`src/rtl/rp_pkg.sv`:
```
package rp_pkg;
  typedef enum logic [1:0] {
    RG_TCM   = 2'b00,
    RG_CACHE = 2'b01,
    RG_NONC  = 2'b10
  } region_e;
endpackage

```
`src/rtl/rp_ifetch_decode.sv`:
```
module rp_ifetch_decode
  import rp_pkg::*;
(
  input  logic    itcm,
  input  logic    cbit,
  output region_e region
);
  always_comb begin
    if (itcm)      region = RG_TCM;
    else if (cbit) region = RG_CACHE;
    else           region = RG_NONC;
  end
endmodule

```
`src/rtl/rp_data_decode.sv`:
```
module rp_data_decode
  import rp_pkg::*;
(
  input  logic       dtcm,
  input  logic       itcm,
  input  logic [1:0] attr,
  output region_e    region,
  output logic       force_stall
);
  // An instruction-TCM target always pays the penalty and never trains the guess.
  assign force_stall = itcm;

  always_comb begin
    if (dtcm)         region = RG_TCM;
    else if (attr[1]) region = RG_CACHE;   // write-through or write-back
    else              region = RG_NONC;    // either uncached encoding
  end
endmodule

```
`src/rtl/rp_side.sv`:
```
module rp_side
  import rp_pkg::*;
#(
  parameter int PENALTY = 2,
  localparam int CW = $clog2(PENALTY + 1)
) (
  input  logic          clk,
  input  logic          rst_n,
  input  logic          acc_valid,
  input  region_e       acc_region,
  input  logic          force_stall,
  output logic          acc_ready,
  output logic [CW-1:0] stall_cnt,
  output logic          busy,
  output region_e       pred
);
  logic take;
  logic miss;

  assign busy      = (stall_cnt != '0);
  assign acc_ready = ~busy;
  assign take      = acc_valid & acc_ready;
  assign miss      = take & (force_stall | (acc_region != pred));

  always_ff @(posedge clk or negedge rst_n) begin
    if (!rst_n) begin
      stall_cnt <= '0;
      pred      <= RG_CACHE;
    end else begin
      if (miss)      stall_cnt <= CW'(PENALTY);
      else if (busy) stall_cnt <= stall_cnt - 1'b1;
      if (take && !force_stall) pred <= acc_region;
    end
  end
endmodule

```
`src/rtl/region_predictor.sv`:
```
module region_predictor
  import rp_pkg::*;
#(
  parameter int PENALTY = 2,
  localparam int CW = $clog2(PENALTY + 1)
) (
  input  logic          clk,
  input  logic          rst_n,
  input  logic          i_valid,
  output logic          i_ready,
  input  logic          i_itcm,
  input  logic          i_cbit,
  output logic [CW-1:0] i_stall,
  output logic          i_busy,
  output logic [1:0]    i_pred,
  input  logic          d_valid,
  output logic          d_ready,
  input  logic          d_dtcm,
  input  logic          d_itcm,
  input  logic [1:0]    d_attr,
  output logic [CW-1:0] d_stall,
  output logic          d_busy,
  output logic [1:0]    d_pred
);
  region_e i_region, d_region, i_guess, d_guess;
  logic    d_force;

  rp_ifetch_decode u_idec (
    .itcm(i_itcm), .cbit(i_cbit), .region(i_region)
  );

  rp_data_decode u_ddec (
    .dtcm(d_dtcm), .itcm(d_itcm), .attr(d_attr),
    .region(d_region), .force_stall(d_force)
  );

  rp_side #(.PENALTY(PENALTY)) u_iside (
    .clk(clk), .rst_n(rst_n), .acc_valid(i_valid), .acc_region(i_region),
    .force_stall(1'b0), .acc_ready(i_ready), .stall_cnt(i_stall),
    .busy(i_busy), .pred(i_guess)
  );

  rp_side #(.PENALTY(PENALTY)) u_dside (
    .clk(clk), .rst_n(rst_n), .acc_valid(d_valid), .acc_region(d_region),
    .force_stall(d_force), .acc_ready(d_ready), .stall_cnt(d_stall),
    .busy(d_busy), .pred(d_guess)
  );

  assign i_pred = i_guess;
  assign d_pred = d_guess;
endmodule

```
`config.mk`:
```
export PLATFORM = sky130hd
export DESIGN_NAME = region_predictor
export DESIGN_NICKNAME = d
export VERILOG_FILES = /design/src/rtl/rp_pkg.sv /design/src/rtl/rp_ifetch_decode.sv /design/src/rtl/rp_data_decode.sv /design/src/rtl/rp_side.sv /design/src/rtl/region_predictor.sv
export SDC_FILE = /design/constraint.sdc
export NUM_CORES = 1
export LEC_CHECK = 0
export BUFFER_PORTS_ARGS = -buffer_cell sky130_fd_sc_hd__buf_2
export CORE_AREA = 2 2 41 43
export CTS_CLUSTER_SIZE = 28
export DETAILED_ROUTE_END_ITERATION = 7
export DIE_AREA = 0 0 43 45
export GPL_TIMING_DRIVEN = 0
export HOLD_SLACK_MARGIN = 0.15
export PLACE_DENSITY = 0.59
export SLEW_MARGIN = 20
export SYNTH_ARGS = -nofsm -noshare
export SYNTH_HDL_FRONTEND = slang
export SYNTH_HIERARCHICAL = 1
export SYNTH_SLANG_ARGS = --single-unit
```
`constraint.sdc`:
```
create_clock -name clk -period 1.4 [get_ports clk]
set_input_delay 0.07 -clock clk [delete_from_list [all_inputs] [get_ports clk]]
set_output_delay 0.07 -clock clk [all_outputs]
set_load 0.02 [all_outputs]
```
==> results.md, run 1 <==
- Worst-path maximum fanout: 5
- FFs w/ async S/R, synth: 100%
- Sink Count: 8
- Post-synth EDFFs: 0
- Max VDD drop: 933 uV
- LEAKAGE: 0.339 nW
- GRT overflow: 0
- DR WL/cell: 9.49 um
- DRT Wirelength: 769 um
- # Post-CTS Setup Buffers: 0
- Worst Path Arrival: 1470 ps
- Clock tree buffer depth: 2
- Post-Synthesis Cell Area: 464 um2
- First-pass GRT wire length: 1.36 mm
- Yosys warns: 6
- Avg Cell Area, Syn: 11.1 um2
- Kind of critical path: flop to flop
- Most common cell in the netlist: inv_1
- Share of power burned in registers: 30.3%
- Share of Yosys cell area claimed by the top area cell type: 32.3%
- Cells after Synth: 42
- Adder-cell area share of the yosys netlist: 5.39%
- Post-Synth Simple-Gate Area: 12.4%
- Clock-pin slew on the worst setup and hold paths: 50 ps
- Total global-route track usage: 10.0%
- Syn_nets: 54
- Clk_lat worst skew: 250 ps
- Antenna Violating Nets Remaining: 0
- Initial antenna violation count: 0
- CTS Buf Count: 3
- Max Freq: 0.747 GHz
- Synth cell types: 14
- Post-synthesis xor/xnor area fraction: 7.55%
- Clock skew: 0.291 ps
- Layout area overhead: 42.0%
- P per Cell Area: 2350 nW/um2
- Layout cells sized above 1: 61.5%
- TritonCTS clock tree: built
- Combinational power share: 58.5%
- #FFs+latches synth: 8
- Via count: 350
- Worst EP required: 1530 ps
- DRC viols: 0
- Post-synth top area cell: dfrtp_1
- Die ar.: 1940 um2
- Die W: 43 um
- Clock root buffer: clkbuf_4
- Max cap viols: 0
- Pin count of the biggest net entering global routing: 9
- Row cnt: 14
- Vias in the first global route: 316
- TritonRoute pass-1 iters: 1
- Crit start category: flop
- Cells taking the most area after synthesis: dfrtp_1, dfstp_2, mux2_2, mux2i_1, xnor2_1
- Clock network power share: 11.3%
- GPL Wtd Cong: 0.632
- Core Area: 1470 um2
- Placed wire-length estimate: 620 um
- Pwr Total: 1.55 mW
- Initial core utilization: 31.5%
- Number of vias per cell: 4.32
- Outcome: complete, no violations
- # setup viols final: 0
- Net count, final: 79
- N_diodes: 0
- Pint: 0.880 mW
- Seq. cell area: 208 um2
- Dpl ws: 62.6 ps
- Final hold vios: 0
- Htree depth: 1
- Mux cell area share after synthesis: 18.3%
- Crit. End Element: flop
- Synth top cells by count: inv_1, dfrtp_1, mux2_2, mux2i_1, xnor2_1
- Reg2reg setup slack: 60 ps
- Final critical-path required period: 1340 ps
- Complex-gate fraction of the synthesized area: 3.77%
- Predominant post-synthesis flop cell: dfrtp_1
- Seq/Total Area, Yosys: 43.7%
- Fin crit share: 95.6%
- Chip height: 45 um
- Area of the multi-input gates: 267 um2
- Setup WS post-layout: 61.7 ps
- Max Slew Vio Count: 0
- Switching share of power: 43.2%
- Main combinational cell family by area after synthesis: multiplexers
- Worst Hold Class: input port to flop
- Starting DRT DRC Count: 0
- Switching component of the power: 0.669 mW
- IO Pins: 22
- Buffers added on ports: 19
- Layout fillers: 162
==> path summary, 6_finish.rpt <==
check,from,end,cells after the start
max,u_iside/stall_cnt[0],u_iside/pred[1],5
min,d_valid,u_dside/pred[1],3
max reg2reg,u_iside/stall_cnt[0],u_iside/pred[1],5
min reg2reg,u_dside/stall_cnt[0],u_dside/stall_cnt[0],1
max in group asynchronous,rst_n,u_dside/pred[0],2
min in group asynchronous,rst_n,u_dside/pred[1],2
==> what timing repair did <==
item	in CTS	in global routing
endpoints found under the setup margin	0	3
hold buffers	1	0
resized for setup	0	3
hold endpoints to repair	8	0
==> stage by stage <==
| step | cells | area, um2 | util, % | hold WS [ps] | TNS (ps) |
|---|---|---|---|---|---|
| finish | 81 | 659 | 44.8 | 169 | 0 |
| detailed placement | 77 | 609 | 41.4 | -77.9 | 0 |
| global placement | 77 | 609 | 41.4 | -78.1 | 0 |
| global route | 81 | 659 | 44.8 | 165 | -0.570 |
| CTS | 81 | 642 | 43.6 | 177 | 0 |
| floorplan | 42 | 494 | - | -226 | 0 |
==> flip-flops by register name (all words and copies together) (netlist names) <==
signal / flops
u_iside/stall_cnt: 2
u_dside/stall_cnt: 2
u_dside/pred: 2
u_iside/pred: 2
==> layout make-up <==
cell class / instances / share of cell area, %
inverter: 8 / 4.55
clock buffer: 3 / 3.42
buffer: 1 / 1.14
multi-input combinational: 25 / 40.4
sequential: 8 / 31.5
tap: 16 / 3.04
timing repair buffer: 20 / 15.9
==> logic make-up after synthesis <==
logic type,Yosys count
AOI/OAI and AO/OA,2
xor gates and xnor gates,4
adders and majority gates,2
buffers and inverters,9
DFF,8
muxes,8
other,1
and+or+nand+nor,8
==> power by group through the flow <==
stage          combinational, mW  clock (mW)  sequential [mW]
6_report                   0.906       0.174            0.469
4_1_cts                    0.889       0.187            0.472
5_1_grt                    0.996       0.200            0.491
3_5_place_dp               0.882           0            0.474
3_3_place_gp               0.866           0            0.470
2_1_floorplan              0.504           0            0.615
==> layer usage <==
metal / vias to the layer above / routed length, um / global-route usage [%]
li1: 178 / - / -
met4: 0 / 0 / 7.27
met1: 155 / 338 / 11.3
met5: - / 0 / 0
met2: 17 / 344 / 14.5
met3: 0 / 87 / 5.20
==> worst max-delay path, stage by stage (launching register included) <==
cell	delay [ps]
dfrtp_2	380
inv_1	70
ha_4	170
and2b_1	170
nand2_1	100
mux2_2	340
==> cell usage in the layout (no fill, tap or decap) <==
cell / n
ha_4: 2
nor2_1: 2
nor2b_4: 2
dfrtp_1: 2
dlygate4sd3_1: 1
mux2i_1: 4
clkbuf_4: 3
mux2_2: 4
and2b_1: 2
nand2_2: 1
dfrtp_2: 4
nand2_1: 1
dfstp_2: 2
buf_4: 1
conb_1: 1
inv_1: 8
buf_2: 19
xnor2_1: 4
a32oi_2: 2
Note: power is estimated with default switching activity, not from simulation.
==> inputs of run 2 (changes only) <==
--- a/config.mk
+++ b/config.mk
@@ -6,13 +6,15 @@
 export NUM_CORES = 1
 export LEC_CHECK = 0
 export BUFFER_PORTS_ARGS = -buffer_cell sky130_fd_sc_hd__buf_2
-export CORE_AREA = 2 2 41 43
+export CELL_PAD_IN_SITES_DETAIL_PLACEMENT = 1
+export CELL_PAD_IN_SITES_GLOBAL_PLACEMENT = 2
+export CORE_AREA = 2 2 45 57
 export CTS_CLUSTER_SIZE = 28
 export DETAILED_ROUTE_END_ITERATION = 7
-export DIE_AREA = 0 0 43 45
+export DIE_AREA = 0 0 47 59
 export GPL_TIMING_DRIVEN = 0
 export HOLD_SLACK_MARGIN = 0.15
-export PLACE_DENSITY = 0.59
+export PLACE_DENSITY = 0.67
 export SLEW_MARGIN = 20
 export SYNTH_ARGS = -nofsm -noshare
 export SYNTH_HDL_FRONTEND = slang
==> constraint.sdc (replaced) <==
create_clock -name clk -period 1.2 [get_ports clk]
set_input_delay 0.06 -clock clk [delete_from_list [all_inputs] [get_ports clk]]
set_output_delay 0.06 -clock clk [all_outputs]
set_load 0.02 [all_outputs]
==> run 2 against run 1 <==
Compared with the run above: the run now ends with negative setup slack left; register-to-register slack worse by 170 ps; utilization is 9.2 points lower; wire length increased by 49%; sequential power increased by 17%; sequential cell count did not move; global-route usage fell by 0.47 points; power rose by 43%; via count rose by 15%; clock-buffer cell count is 1 higher; die area up 43%; combinational power grew 59%.
==> results.md, run 2 (synthesis gave the netlist of run 1 again) <==
- Outcome: finished, violations left (was complete, no violations)
- Failing checks: negative setup slack
- Starting DRT DRC Count: 0 (unchanged)
- Layout cells sized above 1: 71.6% (was 61.5%)
- CP Cell Sequence: inv_2 -> ha_4 -> and2b_1 -> a32oi_2 -> mux2i_1 (was inv_1 -> ha_4 -> and2b_1 -> nand2_1 -> mux2_2)
- Switching component of the power: 0.899 mW (was 0.669 mW)
- TritonCTS clock tree: built (unchanged)
- RSZ-0062 raised after global routing: yes
- Number of vias per cell: 3.85 (was 4.32)
- Vias in the first global route: 415 (was 316)
- Clock tree buffer depth: 2 (unchanged)
- Placed cell areas: 636 um2 (was 609 um2)
- Commonest non-fill, non-tap cells in the layout: buf_2, buf_4, buf_6, inv_2 (was buf_2, inv_1)
- Crit. End Element: flop (unchanged)
- Max cap viols: 0 (unchanged)
- Critical Path Stages: 5 (unchanged)
- R2r worst-path depth: 5 (unchanged)
- Pint: 1.31 mW (was 0.880 mW)
- CP top delay family: flip-flops (unchanged)
- Die ar.: 2770 um2 (was 1940 um2)
- Share of power burned in registers: 24.9% (was 30.3%)
- Placed wire-length estimate: 860 um (was 620 um)
- Initial core utilization: 21.2% (was 31.5%)
- Dpl ws: -218 ps (was 62.6 ps)
- Final hold vios: 0 (unchanged)
- Clock skew: 8.35 ps (was 0.291 ps)
- Kind of critical path: flop to flop (unchanged)
- GPL Wtd Cong: 0.644 (was 0.632)
- Die W: 47 um (was 43 um)
- Worst EP required: 1370 ps (was 1530 ps)
- Most common cell after layout, fill and taps aside: buf_2 (unchanged)
- Switching share of power: 40.7% (was 43.2%)
- Final setup TNS: -543 ps (was 0 ps)
- Buffers added on ports: 19 (unchanged)
- Layout fillers: 256 (was 162)
- Combinational power share: 65.0% (was 58.5%)
- Max VDD drop: 824 uV (was 933 uV)
- CTS Buf Count: 3 (unchanged)
- DR WL/cell: 10.9 um (was 9.49 um)
- Fin crit share: 109% (was 95.6%)
- Chip height: 59 um (was 45 um)
- CP max-delay cell: dfrtp_2 (unchanged)
- Core Area: 2190 um2 (was 1470 um2)
- Worst Path Arrival: 1480 ps (was 1470 ps)
- Sink Count: 8 (unchanged)
- # setup viols final: 9 (was 0)
- Worst-path maximum fanout: 2 (was 5)
- Area of the multi-input gates: 278 um2 (was 267 um2)
- Clock root buffer: clkbuf_4 (unchanged)
- Final core occ: 35.6% (was 44.8%)
- Htree depth: 1 (unchanged)
- P per Cell Area: 2830 nW/um2 (was 2350 nW/um2)
- GRT overflow: 0 (unchanged)
- Pwr Total: 2.21 mW (was 1.55 mW)
- Layout area overhead: 67.9% (was 42.0%)
- DRC viols: 0 (unchanged)
- LEAKAGE: 0.396 nW (was 0.339 nW)
- Total global-route track usage: 9.54% (was 10.0%)
- Net count, final: 87 (was 79)
- Row cnt: 19 (was 14)
- Setup WS post-layout: -107 ps (was 61.7 ps)
- N_diodes: 0 (unchanged)
- Via count: 404 (was 350)
- Pin count of the biggest net entering global routing: 9 (unchanged)
- Clock-pin slew on the worst setup and hold paths: 60 ps (was 50 ps)
- CP bufs+invs: 1 (unchanged)
- First-pass GRT wire length: 1.79 mm (was 1.36 mm)
- Initial antenna violation count: 0 (unchanged)
- IO Pins: 22 (unchanged)
- Worst Hold Class: input port to asynchronous set/reset pin (was input port to flop)
- Slowest stage delay, CP: 370 ps (was 380 ps)
- Final critical-path required period: 1310 ps (was 1340 ps)
- Final instance area: 779 um2 (was 659 um2)
- TritonRoute pass-1 iters: 1 (unchanged)
- Antenna Violating Nets Remaining: 0 (unchanged)
- Seq. cell area: 208 um2 (unchanged)
- Max Freq: 0.765 GHz (was 0.747 GHz)
- DRT Wirelength: 1.15 mm (was 769 um)
- Crit start category: flop (unchanged)
- Max Slew Vio Count: 0 (unchanged)
- Clock network power share: 10.1% (was 11.3%)
- Clk_lat worst skew: 250 ps (about the same)
[run 2: cell count changes in the layout (fill, tap and decap cells not counted), sizes merged]
cell | before | now
buf | 20 | 28
clkbuf | 3 | 4
[run 2: per-stage QoR]
step | std cells | hold slack (ps)
floorplan | 42 | -236
global placement | 92 | -81.2
detailed placement | 92 | -78.9
CTS | 103 | 174
global route | 105 | 195
finish | 105 | 190
[run 2: area by class of cell]
class,instances,area share [%]
Buffer,1,0.963
Clock buffer,4,3.37
Inverter,8,3.85
Sequential cell,8,26.6
Timing Repair Buffer,28,24.6
Multi-Input combinational cell,25,35.6
Tap cell,31,4.98
[run 2: power by group through the flow]
stage | clock, mW | combinational, mW | sequential (mW)
6_report | 0.224 | 1.44 | 0.549
3_5_place_dp | 0 | 1.09 | 0.572
2_1_floorplan | 0 | 0.613 | 0.732
4_1_cts | 0.243 | 1.34 | 0.559
5_1_grt | 0.261 | 1.57 | 0.571
3_3_place_gp | 0 | 1.06 | 0.561
[run 2: metal layers]
metal	vias up	GRT usage, %	wire [um]
met4	0	4.76	0
met2	17	18.0	611
met5	-	0	0
li1	195	-	-
met1	192	8.49	425
met3	0	3.05	108
[run 2: worst paths after layout]
check                                        to  slack, ps                  from
max                        u_dside/stall_cnt[1]       -110  u_dside/stall_cnt[0]
min                        u_dside/stall_cnt[0]        190                 rst_n
max reg2reg                u_dside/stall_cnt[1]       -110  u_dside/stall_cnt[0]
min reg2reg                     u_iside/pred[1]        550       u_iside/pred[1]
max in group asynchronous       u_iside/pred[0]        760                 rst_n
min in group clk           u_iside/stall_cnt[1]        190               i_valid
[run 2: repair_timing]
item	4_1_cts	5_1_grt
hold endpoints to repair	8	0
buffers inserted	6	2
hold buffers	1	0
resized for setup	9	4
setup endpoints to repair	8	12
pin swaps	3	3
==> inputs of run 3 (changes only) <==
--- a/config.mk
+++ b/config.mk
@@ -8,13 +8,15 @@
 export BUFFER_PORTS_ARGS = -buffer_cell sky130_fd_sc_hd__buf_2
 export CELL_PAD_IN_SITES_DETAIL_PLACEMENT = 1
 export CELL_PAD_IN_SITES_GLOBAL_PLACEMENT = 2
-export CORE_AREA = 2 2 45 57
+export CORE_AREA = 2 2 42 54
 export CTS_CLUSTER_SIZE = 28
 export DETAILED_ROUTE_END_ITERATION = 7
-export DIE_AREA = 0 0 47 59
+export DIE_AREA = 0 0 44 56
 export GPL_TIMING_DRIVEN = 0
 export HOLD_SLACK_MARGIN = 0.15
-export PLACE_DENSITY = 0.67
+export PLACE_DENSITY = 0.72
+export SETUP_SLACK_MARGIN = 0.05
+export SKIP_CTS_REPAIR_TIMING = 1
 export SLEW_MARGIN = 20
 export SYNTH_ARGS = -nofsm -noshare
 export SYNTH_HDL_FRONTEND = slang
==> constraint.sdc (replaced) <==
create_clock -name clk -period 1.4 [get_ports clk]
set_input_delay 0.07 -clock clk [delete_from_list [all_inputs] [get_ports clk]]
set_output_delay 0.07 -clock clk [all_outputs]
set_load 0.02 [all_outputs]
==> run 3 against run 2 <==
Compared with the run above: the run now ends clean; sequential cell count stayed put; register-to-register slack better by 200 ps; die area is 11% lower.
==> results.md, run 3 (synthesis gave the netlist of run 1 again) <==
- Outcome: complete, no violations (was finished, violations left)
- Most common cell after layout, fill and taps aside: buf_2 (unchanged)
- Clock tree buffer depth: 2 (unchanged)
- Chip height: 56 um (was 59 um)
- DRC viols: 0 (unchanged)
- Layout Cells excl Fill: 87 (was 105)
- P per Cell Area: 2400 nW/um2 (was 2830 nW/um2)
- Fin crit share: 93.3% (was 109%)
- TritonRoute pass-1 iters: 2 (was 1)
- Vias in the first global route: 385 (was 415)
- Net count, final: 80 (was 87)
- Worst Path Arrival: 1490 ps (was 1480 ps)
- Max Freq: 0.766 GHz (was 0.765 GHz)
- GPL Wtd Cong: 0.684 (was 0.644)
- Number of vias per cell: 4.38 (was 3.85)
- Final critical-path required period: 1310 ps (about the same)
- Clock root buffer: clkbuf_4 (unchanged)
- N_diodes: 0 (unchanged)
- Crit start category: flop (unchanged)
- Pwr Total: 1.62 mW (was 2.21 mW)
- Clock-pin slew on the worst setup and hold paths: 60 ps (about the same)
- Worst EP required: 1590 ps (was 1370 ps)
- Kind of critical path: flop to flop (unchanged)
- # setup viols final: 0 (was 9)
- Clock skew: 12.6 ps (was 8.35 ps)
- Layout area overhead: 45.6% (was 67.9%)
- LEAKAGE: 0.348 nW (was 0.396 nW)
- GRT overflow: 0 (unchanged)
- Starting DRT DRC Count: 1 (was 0)
- IO Pins: 22 (unchanged)
- Final hold vios: 0 (unchanged)
- Htree depth: 1 (unchanged)
- Initial core utilization: 24.0% (was 21.2%)
- Pin count of the biggest net entering global routing: 9 (unchanged)
- TritonCTS clock tree: built (unchanged)
- Max Slew Vio Count: 0 (unchanged)
- Initial antenna violation count: 0 (unchanged)
- RSZ-0062 raised after global routing: yes (unchanged)
- DRT Wirelength: 996 um (was 1.15 mm)
- Worst-path maximum fanout: 5 (was 2)
- Total global-route track usage: 9.48% (was 9.54%)
- Die ar.: 2460 um2 (was 2770 um2)
- Clk_lat worst skew: 260 ps (was 250 ps)
- Worst Hold Class: input port to asynchronous set/reset pin (unchanged)
- Layout cells sized above 1: 65.7% (was 71.6%)
- Sink Count: 8 (unchanged)
- Max VDD drop: 674 uV (was 824 uV)
- Final setup TNS: 0 ps (was -543 ps)
- Placed cells: 81 (was 92)
- Via count: 381 (was 404)
- Buffers added on ports: 19 (unchanged)
- Core Area: 1940 um2 (was 2190 um2)
- DR WL/cell: 11.4 um (was 10.9 um)
- Antenna Violating Nets Remaining: 0 (unchanged)
- CTS Buf Count: 3 (unchanged)
- Placed wire-length estimate: 827 um (was 860 um)
- Crit. End Element: flop (unchanged)
- Max cap viols: 0 (unchanged)
- Row cnt: 18 (was 19)
- First-pass GRT wire length: 1.59 mm (was 1.79 mm)
- Final core occ: 34.9% (was 35.6%)
- Die W: 44 um (was 47 um)
[run 3: cell types whose count changed in the layout (fill, tap and decap cells not counted), sizes merged]
cell	delta
buf	-7
[run 3: where the power goes]
part	internal (mW)	total [mW]	switching, mW
combinational	0.428	0.952	0.524
clock	0.109	0.195	0.0854
sequential	0.383	0.476	0.0930
[run 3: area by class of cell]
cell class	instances	area, um2
inverter	8	30.0
sequential	8	208
clock buffer	4	26.3
timing repair buffer	21	113
multi-input combinational	25	267
fill	241	1260
tap	20	25.0
buffer	1	7.51
[run 3: final timing paths]
path	start	endpoint	slack [ps]	cells after the start
worst max-delay path	u_iside/stall_cnt[0]	u_iside/stall_cnt[1]	90	5
worst min-delay path	rst_n	u_dside/stall_cnt[0]	180	2
worst max register to register	u_iside/stall_cnt[0]	u_iside/stall_cnt[1]	90	5
max in group asynchronous	rst_n	u_dside/pred[0]	960	2
min in group clk	i_valid	u_iside/stall_cnt[1]	190	4
worst min register to register	u_iside/stall_cnt[0]	u_iside/stall_cnt[0]	510	1
[run 3: critical path: stages, from the launching register on]
cell     delay (ps)
dfrtp_2         380
inv_2            50
ha_4            160
and2b_1         160
a32oi_1         270
mux2i_1         210
[run 3: through the flow]
stage,cell area (um2),hold slack [ps],worst slack [ps]
final,676,180,94.4
after global routing,676,175,14.3
after CTS,648,-360,28.7
after detailed placement,622,-71.4,46.9
after global placement,622,-72.2,87.4
after floorplan,502,-226,63.4
[run 3: metal layers]
layer | GRT usage [%] | share of wire (%)
met5 | 0 | 0
met4 | 10.4 | 4.5
met3 | 3.25 | 9.2
met2 | 14.9 | 50
met1 | 8.48 | 36
